**config.mk**
```make
export PLATFORM = sky130hd
export DESIGN_NAME = wake_access_ctrl
export DESIGN_NICKNAME = d
export VERILOG_FILES = /design/src/rtl/wake_pkg.sv /design/src/rtl/wake_sync_edge.sv /design/src/rtl/wake_pwr_fsm.sv /design/src/rtl/wake_ctrl_regs.sv /design/src/rtl/wake_access_ctrl.sv
export SDC_FILE = /design/constraint.sdc
export NUM_CORES = 1
export LEC_CHECK = 0
export CAP_MARGIN = 20
export CORE_MARGIN = 5
export CORE_UTILIZATION = 40
export CTS_CLUSTER_DIAMETER = 200
export CTS_CLUSTER_SIZE = 20
export DETAILED_ROUTE_END_ITERATION = 10
export PLACE_DENSITY = 0.77
export SLEW_MARGIN = 20
export SYNTH_ARGS = -nofsm -noshare
export SYNTH_HDL_FRONTEND = slang
export SYNTH_HIERARCHICAL = 1
export SYNTH_SLANG_ARGS = --single-unit
```
**constraint.sdc**
```tcl
create_clock -name clk -period 2.7 [get_ports clk]
set_input_delay 0.405 -clock clk [delete_from_list [all_inputs] [get_ports clk]]
set_output_delay 0.405 -clock clk [all_outputs]
set_load 0.01 [all_outputs]
```
**src/rtl/wake_pkg.sv**
```systemverilog
package wake_pkg;

   // Control word positions decoded by the host software
   localparam int unsigned BIT_CLK_RDY  = 0;
   localparam int unsigned BIT_INIT     = 2;
   localparam int unsigned BIT_ACC_REQ  = 3;
   localparam int unsigned BIT_GTS      = 4;
   localparam int unsigned BIT_XTAL     = 10;
   localparam int unsigned PS_LSB       = 24;
   localparam int unsigned BIT_RFKILL   = 27;

   localparam logic [31:0] HOST_WR_MASK =
      (32'd1 << BIT_INIT) | (32'd1 << BIT_ACC_REQ) | (32'd1 << BIT_XTAL);

   typedef enum logic [2:0] {
      PS_NONE   = 3'b000,
      PS_MAC_PD = 3'b001,
      PS_RF_PD  = 3'b010,
      PS_ERROR  = 3'b011
   } ps_code_e;

   typedef enum logic [2:0] {
      ST_OFF,
      ST_WAKING,
      ST_AWAKE,
      ST_GOSLEEP,
      ST_ASLEEP,
      ST_ERROR
   } pwr_state_e;

endpackage

```
**src/rtl/wake_sync_edge.sv**
```systemverilog
module wake_sync_edge #(
   parameter int unsigned SYNC_STAGES = 2
) (
   input  logic clk,
   input  logic rst_n,
   input  logic async_in,
   output logic level_out,
   output logic change_evt
);

   if (SYNC_STAGES < 2) begin : g_bad_stages
      $error("wake_sync_edge: SYNC_STAGES must be at least 2");
   end

   logic [SYNC_STAGES-1:0] sync_q;
   logic                   last_q;

   always_ff @(posedge clk or negedge rst_n) begin
      if (!rst_n) sync_q[0] <= 1'b0;
      else        sync_q[0] <= async_in;
   end

   for (genvar s = 1; s < SYNC_STAGES; s++) begin : g_stage
      always_ff @(posedge clk or negedge rst_n) begin
         if (!rst_n) sync_q[s] <= 1'b0;
         else        sync_q[s] <= sync_q[s-1];
      end
   end

   always_ff @(posedge clk or negedge rst_n) begin
      if (!rst_n) last_q <= 1'b0;
      else        last_q <= sync_q[SYNC_STAGES-1];
   end

   assign level_out  = sync_q[SYNC_STAGES-1];
   assign change_evt = sync_q[SYNC_STAGES-1] ^ last_q;

   AST_EVT_SINGLE: assert property (@(posedge clk) disable iff (!rst_n)
      change_evt && level_out |=> !change_evt || !level_out);

endmodule

```
**src/rtl/wake_pwr_fsm.sv**
```systemverilog
module wake_pwr_fsm
   import wake_pkg::*;
#(
   parameter int unsigned DLY_W     = 8,
   parameter int unsigned SLEEP_CYC = 4,
   parameter int unsigned TMO_CYC   = 16
) (
   input  logic             clk,
   input  logic             rst_n,
   input  logic             init_done,
   input  logic             acc_req,
   input  logic [DLY_W-1:0] pwrup_delay,
   input  logic             pm_sleep_req,
   input  logic             pm_pwrup_done,
   input  logic             radio_pd,
   output logic             clk_rdy,
   output logic             going_sleep,
   output logic [2:0]       ps_code
);

   localparam int unsigned CNT_MAX = (1 << DLY_W) + TMO_CYC + SLEEP_CYC;
   localparam int unsigned CNT_W   = $clog2(CNT_MAX + 1);

   if (DLY_W < 1 || DLY_W > 16) begin : g_bad_dly
      $error("wake_pwr_fsm: DLY_W out of range");
   end
   if (SLEEP_CYC < 1) begin : g_bad_sleep
      $error("wake_pwr_fsm: SLEEP_CYC must be nonzero");
   end

   pwr_state_e       state_q, state_d;
   logic [CNT_W-1:0] cnt_q, cnt_d;
   logic [CNT_W-1:0] dly_ext, tmo_lim;

   assign dly_ext = CNT_W'(pwrup_delay);
   assign tmo_lim = dly_ext + CNT_W'(TMO_CYC);

   always_comb begin
      state_d = state_q;
      cnt_d   = cnt_q + 1'b1;
      if (!init_done) begin
         state_d = ST_OFF;
         cnt_d   = '0;
      end else begin
         unique case (state_q)
            ST_OFF: begin
               state_d = ST_WAKING;
               cnt_d   = '0;
            end
            ST_WAKING: begin
               if (cnt_q >= dly_ext && pm_pwrup_done) begin
                  state_d = ST_AWAKE;
                  cnt_d   = '0;
               end else if (cnt_q >= tmo_lim) begin
                  state_d = ST_ERROR;
                  cnt_d   = '0;
               end
            end
            ST_AWAKE: begin
               cnt_d = '0;
               if (pm_sleep_req && !acc_req) state_d = ST_GOSLEEP;
            end
            ST_GOSLEEP: begin
               if (acc_req || !pm_sleep_req) begin
                  state_d = ST_AWAKE;
                  cnt_d   = '0;
               end else if (cnt_q >= CNT_W'(SLEEP_CYC)) begin
                  state_d = ST_ASLEEP;
                  cnt_d   = '0;
               end
            end
            ST_ASLEEP: begin
               cnt_d = '0;
               if (acc_req || !pm_sleep_req) state_d = ST_WAKING;
            end
            default: cnt_d = '0;
         endcase
      end
   end

   always_ff @(posedge clk or negedge rst_n) begin
      if (!rst_n) begin
         state_q <= ST_OFF;
         cnt_q   <= '0;
      end else begin
         state_q <= state_d;
         cnt_q   <= cnt_d;
      end
   end

   assign clk_rdy     = (state_q == ST_AWAKE) || (state_q == ST_GOSLEEP);
   assign going_sleep = (state_q == ST_GOSLEEP);

   always_comb begin
      unique case (state_q)
         ST_AWAKE, ST_GOSLEEP: ps_code = radio_pd ? PS_RF_PD : PS_NONE;
         ST_ERROR:             ps_code = PS_ERROR;
         default:              ps_code = PS_MAC_PD;
      endcase
   end

   AST_NO_RDY_BEFORE_INIT: assert property (@(posedge clk) disable iff (!rst_n)
      !init_done |=> !clk_rdy);

   AST_SLEEP_GATED: assert property (@(posedge clk) disable iff (!rst_n)
      $rose(going_sleep) |-> $past(pm_sleep_req && !acc_req));

   AST_ABORT_SLEEP: assert property (@(posedge clk) disable iff (!rst_n)
      going_sleep && acc_req && init_done |=> !going_sleep && clk_rdy);

   AST_RDY_NEEDS_DONE: assert property (@(posedge clk) disable iff (!rst_n)
      $rose(clk_rdy) |-> $past(pm_pwrup_done));

endmodule

```
**src/rtl/wake_ctrl_regs.sv**
```systemverilog
module wake_ctrl_regs
   import wake_pkg::*;
(
   input  logic        clk,
   input  logic        rst_n,
   input  logic        reg_we,
   input  logic [31:0] reg_wdata,
   input  logic        clk_rdy,
   input  logic        going_sleep,
   input  logic [2:0]  ps_code,
   input  logic        rfkill_lvl,
   output logic [31:0] reg_rdata,
   output logic        init_done,
   output logic        acc_req,
   output logic        xtal_req
);

   logic [31:0] host_q;
   logic [31:0] status_w;

   always_ff @(posedge clk or negedge rst_n) begin
      if (!rst_n)      host_q <= '0;
      else if (reg_we) host_q <= reg_wdata & HOST_WR_MASK;
   end

   always_comb begin
      status_w                       = '0;
      status_w[BIT_CLK_RDY]          = clk_rdy;
      status_w[BIT_GTS]              = going_sleep;
      status_w[PS_LSB +: 3]          = ps_code;
      status_w[BIT_RFKILL]           = rfkill_lvl;
   end

   assign reg_rdata = (host_q & HOST_WR_MASK) | (status_w & ~HOST_WR_MASK);
   assign init_done = host_q[BIT_INIT];
   assign acc_req   = host_q[BIT_ACC_REQ];
   assign xtal_req  = host_q[BIT_XTAL];

   AST_RO_BITS_ZERO: assert property (@(posedge clk) disable iff (!rst_n)
      reg_we |=> (reg_rdata[31:28] == 4'h0) && !reg_rdata[1]);

endmodule

```
**src/rtl/wake_access_ctrl.sv**
```systemverilog
module wake_access_ctrl
   import wake_pkg::*;
#(
   parameter int unsigned DLY_W       = 8,
   parameter int unsigned SLEEP_CYC   = 4,
   parameter int unsigned TMO_CYC     = 16,
   parameter int unsigned SYNC_STAGES = 2
) (
   input  logic             clk,
   input  logic             rst_n,
   input  logic             reg_we,
   input  logic [31:0]      reg_wdata,
   output logic [31:0]      reg_rdata,
   input  logic [DLY_W-1:0] pwrup_delay,
   input  logic             pm_sleep_req,
   input  logic             pm_pwrup_done,
   input  logic             radio_pd,
   input  logic             rfkill_in,
   output logic             access_grant,
   output logic             wake_evt,
   output logic             rfkill_evt,
   output logic             xtal_on_req
);

   logic       init_done, acc_req;
   logic       clk_rdy, going_sleep;
   logic [2:0] ps_code;
   logic       rfkill_lvl;
   logic       rdy_last_q;

   wake_ctrl_regs u_regs (
      .clk         (clk),
      .rst_n       (rst_n),
      .reg_we      (reg_we),
      .reg_wdata   (reg_wdata),
      .clk_rdy     (clk_rdy),
      .going_sleep (going_sleep),
      .ps_code     (ps_code),
      .rfkill_lvl  (rfkill_lvl),
      .reg_rdata   (reg_rdata),
      .init_done   (init_done),
      .acc_req     (acc_req),
      .xtal_req    (xtal_on_req)
   );

   wake_pwr_fsm #(
      .DLY_W     (DLY_W),
      .SLEEP_CYC (SLEEP_CYC),
      .TMO_CYC   (TMO_CYC)
   ) u_fsm (
      .clk           (clk),
      .rst_n         (rst_n),
      .init_done     (init_done),
      .acc_req       (acc_req),
      .pwrup_delay   (pwrup_delay),
      .pm_sleep_req  (pm_sleep_req),
      .pm_pwrup_done (pm_pwrup_done),
      .radio_pd      (radio_pd),
      .clk_rdy       (clk_rdy),
      .going_sleep   (going_sleep),
      .ps_code       (ps_code)
   );

   wake_sync_edge #(
      .SYNC_STAGES (SYNC_STAGES)
   ) u_rfkill (
      .clk        (clk),
      .rst_n      (rst_n),
      .async_in   (rfkill_in),
      .level_out  (rfkill_lvl),
      .change_evt (rfkill_evt)
   );

   always_ff @(posedge clk or negedge rst_n) begin
      if (!rst_n) rdy_last_q <= 1'b0;
      else        rdy_last_q <= clk_rdy;
   end

   assign wake_evt     = clk_rdy & ~rdy_last_q;
   assign access_grant = clk_rdy & ~going_sleep;

   AST_WAKE_ONE_CYCLE: assert property (@(posedge clk) disable iff (!rst_n)
      wake_evt |=> !wake_evt);

   AST_GRANT_NEEDS_RDY: assert property (@(posedge clk) disable iff (!rst_n)
      access_grant |-> reg_rdata[BIT_CLK_RDY] && !reg_rdata[BIT_GTS]);

endmodule

```
# Word level (Yosys, flattened, before mapping)
# Index checks and enable logic that the tools add are counted.
[totals]
out_inout_bits = 36
ff_bits = 19
in_bits = 47
word_cells = 53
[classes]
reduce_logical = 9
bitwise = 6
eq_ne = 10
magnitude_cmp = 3
add_sub_neg = 2
mux = 16
[ops]
columns = ["operator", "n"]
rows = [
  ["$mux W9", 5],
  ["$or A11 B28 Y28", 1],
  ["$mux W3", 7],
  ["$pmux W9 S2", 1],
  ["$pmux W3 S5", 1],
  ["$add A8 B5 Y9 const B", 1],
  ["$add A9 B1 Y9 const B", 1],
  ["$ge A9 B3 Y1 const B", 1],
  ["$ge A9 B8 Y1", 1],
  ["$ge A9 B9 Y1", 1],
  ["$ne A4 B2 Y1 const B", 2],
  ["$eq A3 B2 Y1 const B", 2],
  ["$eq A3 B3 Y1 const B", 2],
  ["$ne A3 B2 Y1 const B", 2],
  ["$ne A6 B2 Y1 const B", 1],
  ["$pmux W3 S2", 1],
  ["$reduce_and A5 Y1", 1],
  ["$eq A3 B1 Y1 const B", 1],
  ["$logic_not A3 Y1", 1],
  ["$and A1 B1 Y1", 2],
  ["$logic_and A1 B1 Y1", 2],
  ["$logic_not A1 Y1", 2],
  ["$logic_or A1 B1 Y1", 2],
  ["$mux W2", 1],
  ["other kinds (3)", 4],
]

# Longest topological paths before layout
[logic_depth]
depth_word = 6
mapped_depth = 10
depth_no_buf = 9

# By module
# The synthesis kept the hierarchy.
[by_module_without_submodules]
columns = ["module", "instances", "seq_area_each_um2", "area_per_inst_um2", "cells_per_inst"]
rows = [
  ["wake_pwr_fsm", 1, 300.3, 1119.8, 130],
  ["wake_ctrl_regs", 1, 75.1, 352.8, 39],
  ["wake_sync_edge", 1, 75.1, 83.8, 4],
  ["wake_access_ctrl", 1, 25.0, 52.6, 3],
]

# Least setup slack after synthesis
# No wires, ideal clock.
[synth_timing]
path_type = "input to register"
from = "in pwrup_delay[4]"
to = "reg u_fsm.cnt_q[8]"
required_ns = 2.627
path_buffers = 1
arrival_ns = 2.002
cell_stages = 10
path_slack_ns = 0.625
setup_time_ns = 0.073
path_cell_list = "ha_1 -> xnor2_1 -> ha_1 -> nand4_1 -> a21oi_1 -> a211oi_1 -> nand4_2 -> a21o_1 -> buf_6 -> a21oi_2"
[synth_via]
elab_chain_len = 6
elab_cells_between_ends = 8
classes_between = "add/sub: 1; order compare: 2; mux: 4; reduce/logical: 1"
[synth_lines]
columns = ["element", "line", "text"]
rows = [
  ["start: declaration", "wake_access_ctrl.sv:14", "input logic [DLY_W-1:0] pwrup_delay,"],
  ["$add A8 B5 Y9", "wake_pwr_fsm.sv:36", "assign tmo_lim = dly_ext + CNT_W'(TMO_CYC);"],
  ["$ge A9 B9 Y1", "wake_pwr_fsm.sv:54", "end else if (cnt_q >= tmo_lim) begin"],
  ["$mux W9", "wake_pwr_fsm.sv:54", ""],
  ["$mux W9 (*)", "wake_pwr_fsm.sv:51", "if (cnt_q >= dly_ext && pm_pwrup_done) begin"],
  ["$pmux W9 S2 (*)", "wake_pwr_fsm.sv:45", "unique case (state_q)"],
  ["$mux W9 (*)", "wake_pwr_fsm.sv:41", "if (!init_done) begin"],
  ["net u_fsm.cnt_d[8]", "wake_pwr_fsm.sv:32", "logic [CNT_W-1:0] cnt_q, cnt_d;"],
  ["end signal: assignment", "wake_pwr_fsm.sv:87", "cnt_q <= cnt_d;"],
  ["end: declaration", "wake_pwr_fsm.sv:32", ""],
]
# The timed path passes the listed nets; every way through them passes the cells marked *.
# A chain may end at the register's enable or synchronous reset.

# Final worst setup path
# Ends and elaborated chain as after synthesis.

==> summary.md <==
| Metric | Value |
|---|---|
| Clock buffer depth | 2 |
| Antenna violations before repair | 0 |
| Final std cells w/o fill | 251 |
| Top_reg_cell synth | dfrtp_1 |
| Clock Sink Count | 19 |
| Crit. End Element | flip-flop |
| Nets | 265 |
| Data arrival time of the critical path | 2.61 ns |
| Synth top area cells | dfrtp_1 (30%), buf_4 (15%), ha_1 (12%), nand3_1 (3.7%), xor2_1 (3.3%) |
| P_leak | 0.850 nW |
| Post_cts resized | 0 |
| Final Max Slew Viols | 0 |
| Initial Util | 40.8% |
| Post-synthesis mux area share | 2.10% |
| Placed cell count | 247 |
| Root Buffer | clkbuf_8 |
| Global-route wire length before repair | 4560 µm |
| Top-count cell post-synth | buf_4 |
| Worst path top cell family by delay | compound AO/OA/AOI/OAI gates |
| Syn avg cell area | 9.14 µm² |
| 1st-iter DRT viols | 36 |
| FMAX | 412 MHz |
| Overflow after GRT | 0 |
| Post-Layout Inst Area | 1860 µm² |
| Crit path from | pwrup_delay[4] |
| Fraction of registers with async set/reset | 100% |
| Post-Route WL | 2770 µm |
| Compound-cell area share of the yosys netlist | 9.80% |
| Crit path max fanout | 9 |
| Post-Synthesis Cells | 176 |
| Simple-gate share of the synthesized area | 20.9% |
| Worst setup endpoint | u_fsm/cnt_q[8] |
| RR Endpoint | u_fsm/cnt_q[8] |
| Worst hold start | u_rfkill/sync_q[0] |
| Post-Synth Adder-Cell Area | 12.4% |
| Synthesized flop and latch total | 19 |
| Post-route minimum period | 2.43 ns |
| Slew headroom | 43.9% |
| Library cells used by synthesis | 42 |
| # hold bufs at CTS | 0 |
| Critical path type | input pin to flip-flop |
| Post-Synthesis Cell Area | 1610 µm² |
| Outcome | finished, final reports clean |
| Vias per std cell | 4.59 |
| Die height | 73.4 µm |
| Peak supply drop | 0.258 mV |
| WP buf/inv | 1 |
| Crit path depth | 10 |
| Total Power | 0.000859 W |
| RR Startpoint | u_fsm/cnt_q[7] |
| CTS tree | done |
| Routability cong. | 0.798 |
| Biggest area consumer among synthesized cells | dfrtp_1 |
| Post-route ant nets | 0 |
| Maxcap violations | 0 |
| Synth Area in XOR/XNOR | 4.90% |
| Via count | 1151 |
| Total CTS buffers | 3 |
| RSZ-0062 raised after global routing | false |
| Commonest cells in the netlist | buf_4 (33), dfrtp_1 (19), ha_1 (16) |
| Worst reg2reg path depth | 7 |
| Worst-path cell chain | clkdlybuf4s50_1 -> nand3_1 -> xnor2_1 -> ha_1 -> a21oi_1 -> nand2_1 -> a211oi_1 -> nand4_2 -> a21o_2 -> a21oi_2 |
| Sequential share of the synthesized area | 29.5% |
| Vias in the first global route | 1024 |
| Ant diodes | 0 |
| First-pass DRT Iterations | 4 |
| DP Area | 1820 µm² |
| Post-DR wirelength/cell | 11.1 µm |
| Largest family of logic cells by synthesized area | simple AND/OR/NAND/NOR gates |
| H-tree levels | 1 |
| Die area | 5390 µm² |
| DPL Wire Length | 2280 µm |
| Row Count | 23 |
| Setup repair bufs after CTS | 0 |
| Gr usage total | 10.6% |
| Number of flops mapped to enable cells by yosys | 0 |
| IO Port Bufs | 29 |
| Slowest cell on the critical path | clkdlybuf4s50_1 |
| R2R setup slack | 0.65 ns |
| Area growth syn-to-layout | 15.7% |
| Ys Warns | 6 |
| Worst path max stage delay | 0.51 ns |
| Clock slew at reported path FFs | 0.07 ns |
| Die width | 73.4 µm |
| Largest net degree at the start of global routing | 20 |
| Num ports | 83 |
| Synth top area share | 29.5% |
| Post-route DRC | 0 |
| Slew @ Worst Pin | 0.839 ns |
| Worst clock skew | 0.00282 ns |
| Core area | 3940 µm² |
| Final hold vios | 0 |
| Share of layout cells above drive strength 1 | 15.4% |
| Power per Cell Area | 461 nW/µm² |
| Worst min-delay path class | flip-flop to flip-flop |
| Final setup viols | 0 |
| Clock Latency Late Sink | 0.25 ns |
| Required time worst endpoint | 2.88 ns |
| Period utilization | 90.0% |
| Startpoint types | input pin |
[per-layer routing]
layer	track usage [%]	wire length, µm	vias up
met1	13.7	1200	535
li1	-	-	591
met5	0	0	-
met3	2.19	155	2
met2	18.2	1420	23
met4	2.41	8	0
[worst reg2reg max path, delay by kind of cell, from the launching register on]
family | cells | cell delay, ns
AOI/OAI and AO/OA | 3 | 0.64
and+or+nand+nor | 3 | 0.57
DFF | 1 | 0.44
adders and majority gates | 1 | 0.33
[cell usage in the layout (no fill, tap or decap), types with 4 or more instances in the layout]
| cell | count |
|---|---|
| xor2_1 | 6 |
| clkdlybuf4s50_1 | 29 |
| dfrtp_1 | 19 |
| nand2_1 | 8 |
| ha_1 | 16 |
| inv_1 | 13 |
| nand3_1 | 12 |
| nor2_1 | 4 |
| a21oi_1 | 8 |
| buf_4 | 4 |
| nor2_2 | 7 |
| conb_1 | 24 |
[logic make-up (layout without fill, tap and decap cells)]
logic type                 after synthesis  in the layout
xor gates and xnor gates                 9              9
and+or+nand+nor                         53             53
buffers and inverters                   50             53
muxes                                    3              3
AOI/OAI and AO/OA                       24             24
other                                    2             24
DFF                                     19             19
adders and majority gates               16             16
[area by class of cell]
class	instances	area, µm²
Fill cell	389	2080
Multi-Input combinational cell	129	898
Sequential cell	19	475
Timing Repair Buffer	33	320
Tap cell	50	62.6
Inverter	16	60.1
Clock buffer	4	45.0
[state kept, by name, summed over array words and instances (netlist names)]
name / flops
u_fsm/cnt_q: 9
u_rfkill/level_out: 1
u_regs/host_q: 3
u_rfkill/last_q: 1
u_rfkill/sync_q: 1
u_fsm/state_q: 3
rdy_last_q: 1
[how the worst min path moves through the flow]
stage,depth (start not counted),slack [ns],endpoint
after detailed placement,0,0.34,u_rfkill/level_out
final,0,0.35,u_rfkill/level_out
after global routing,0,0.37,u_rfkill/level_out
after floorplan,0,0.11,rdy_last_q
after CTS,0,0.35,u_rfkill/level_out
after global placement,0,0.33,u_rfkill/level_out
[report_power, final]
| group | internal [W] | switching [W] | leakage, nW |
|---|---|---|---|
| Sequential | 0.000311 | 0.0000352 | 0.249 |
| Clock | 0.000105 | 0.0000872 | 0.0228 |
| Combinational | 0.000163 | 0.000159 | 0.578 |
| Total | 0.000578 | 0.000281 | 0.850 |
[per-stage QoR]
step | hold WS, ns | util, % | setup WS, ns | setup TNS [ns]
finish | 0.351 | 47.2 | 0.270 | 0
global route | 0.366 | 47.2 | 0.0432 | 0
CTS | 0.354 | 47.2 | 0.179 | 0
detailed placement | 0.338 | 46.0 | -0.0724 | -0.511
global placement | 0.334 | 46.0 | -0.0190 | -0.0433
floorplan | 0.109 | - | 0.625 | 0
Note: power is estimated with default switching activity, not from simulation.
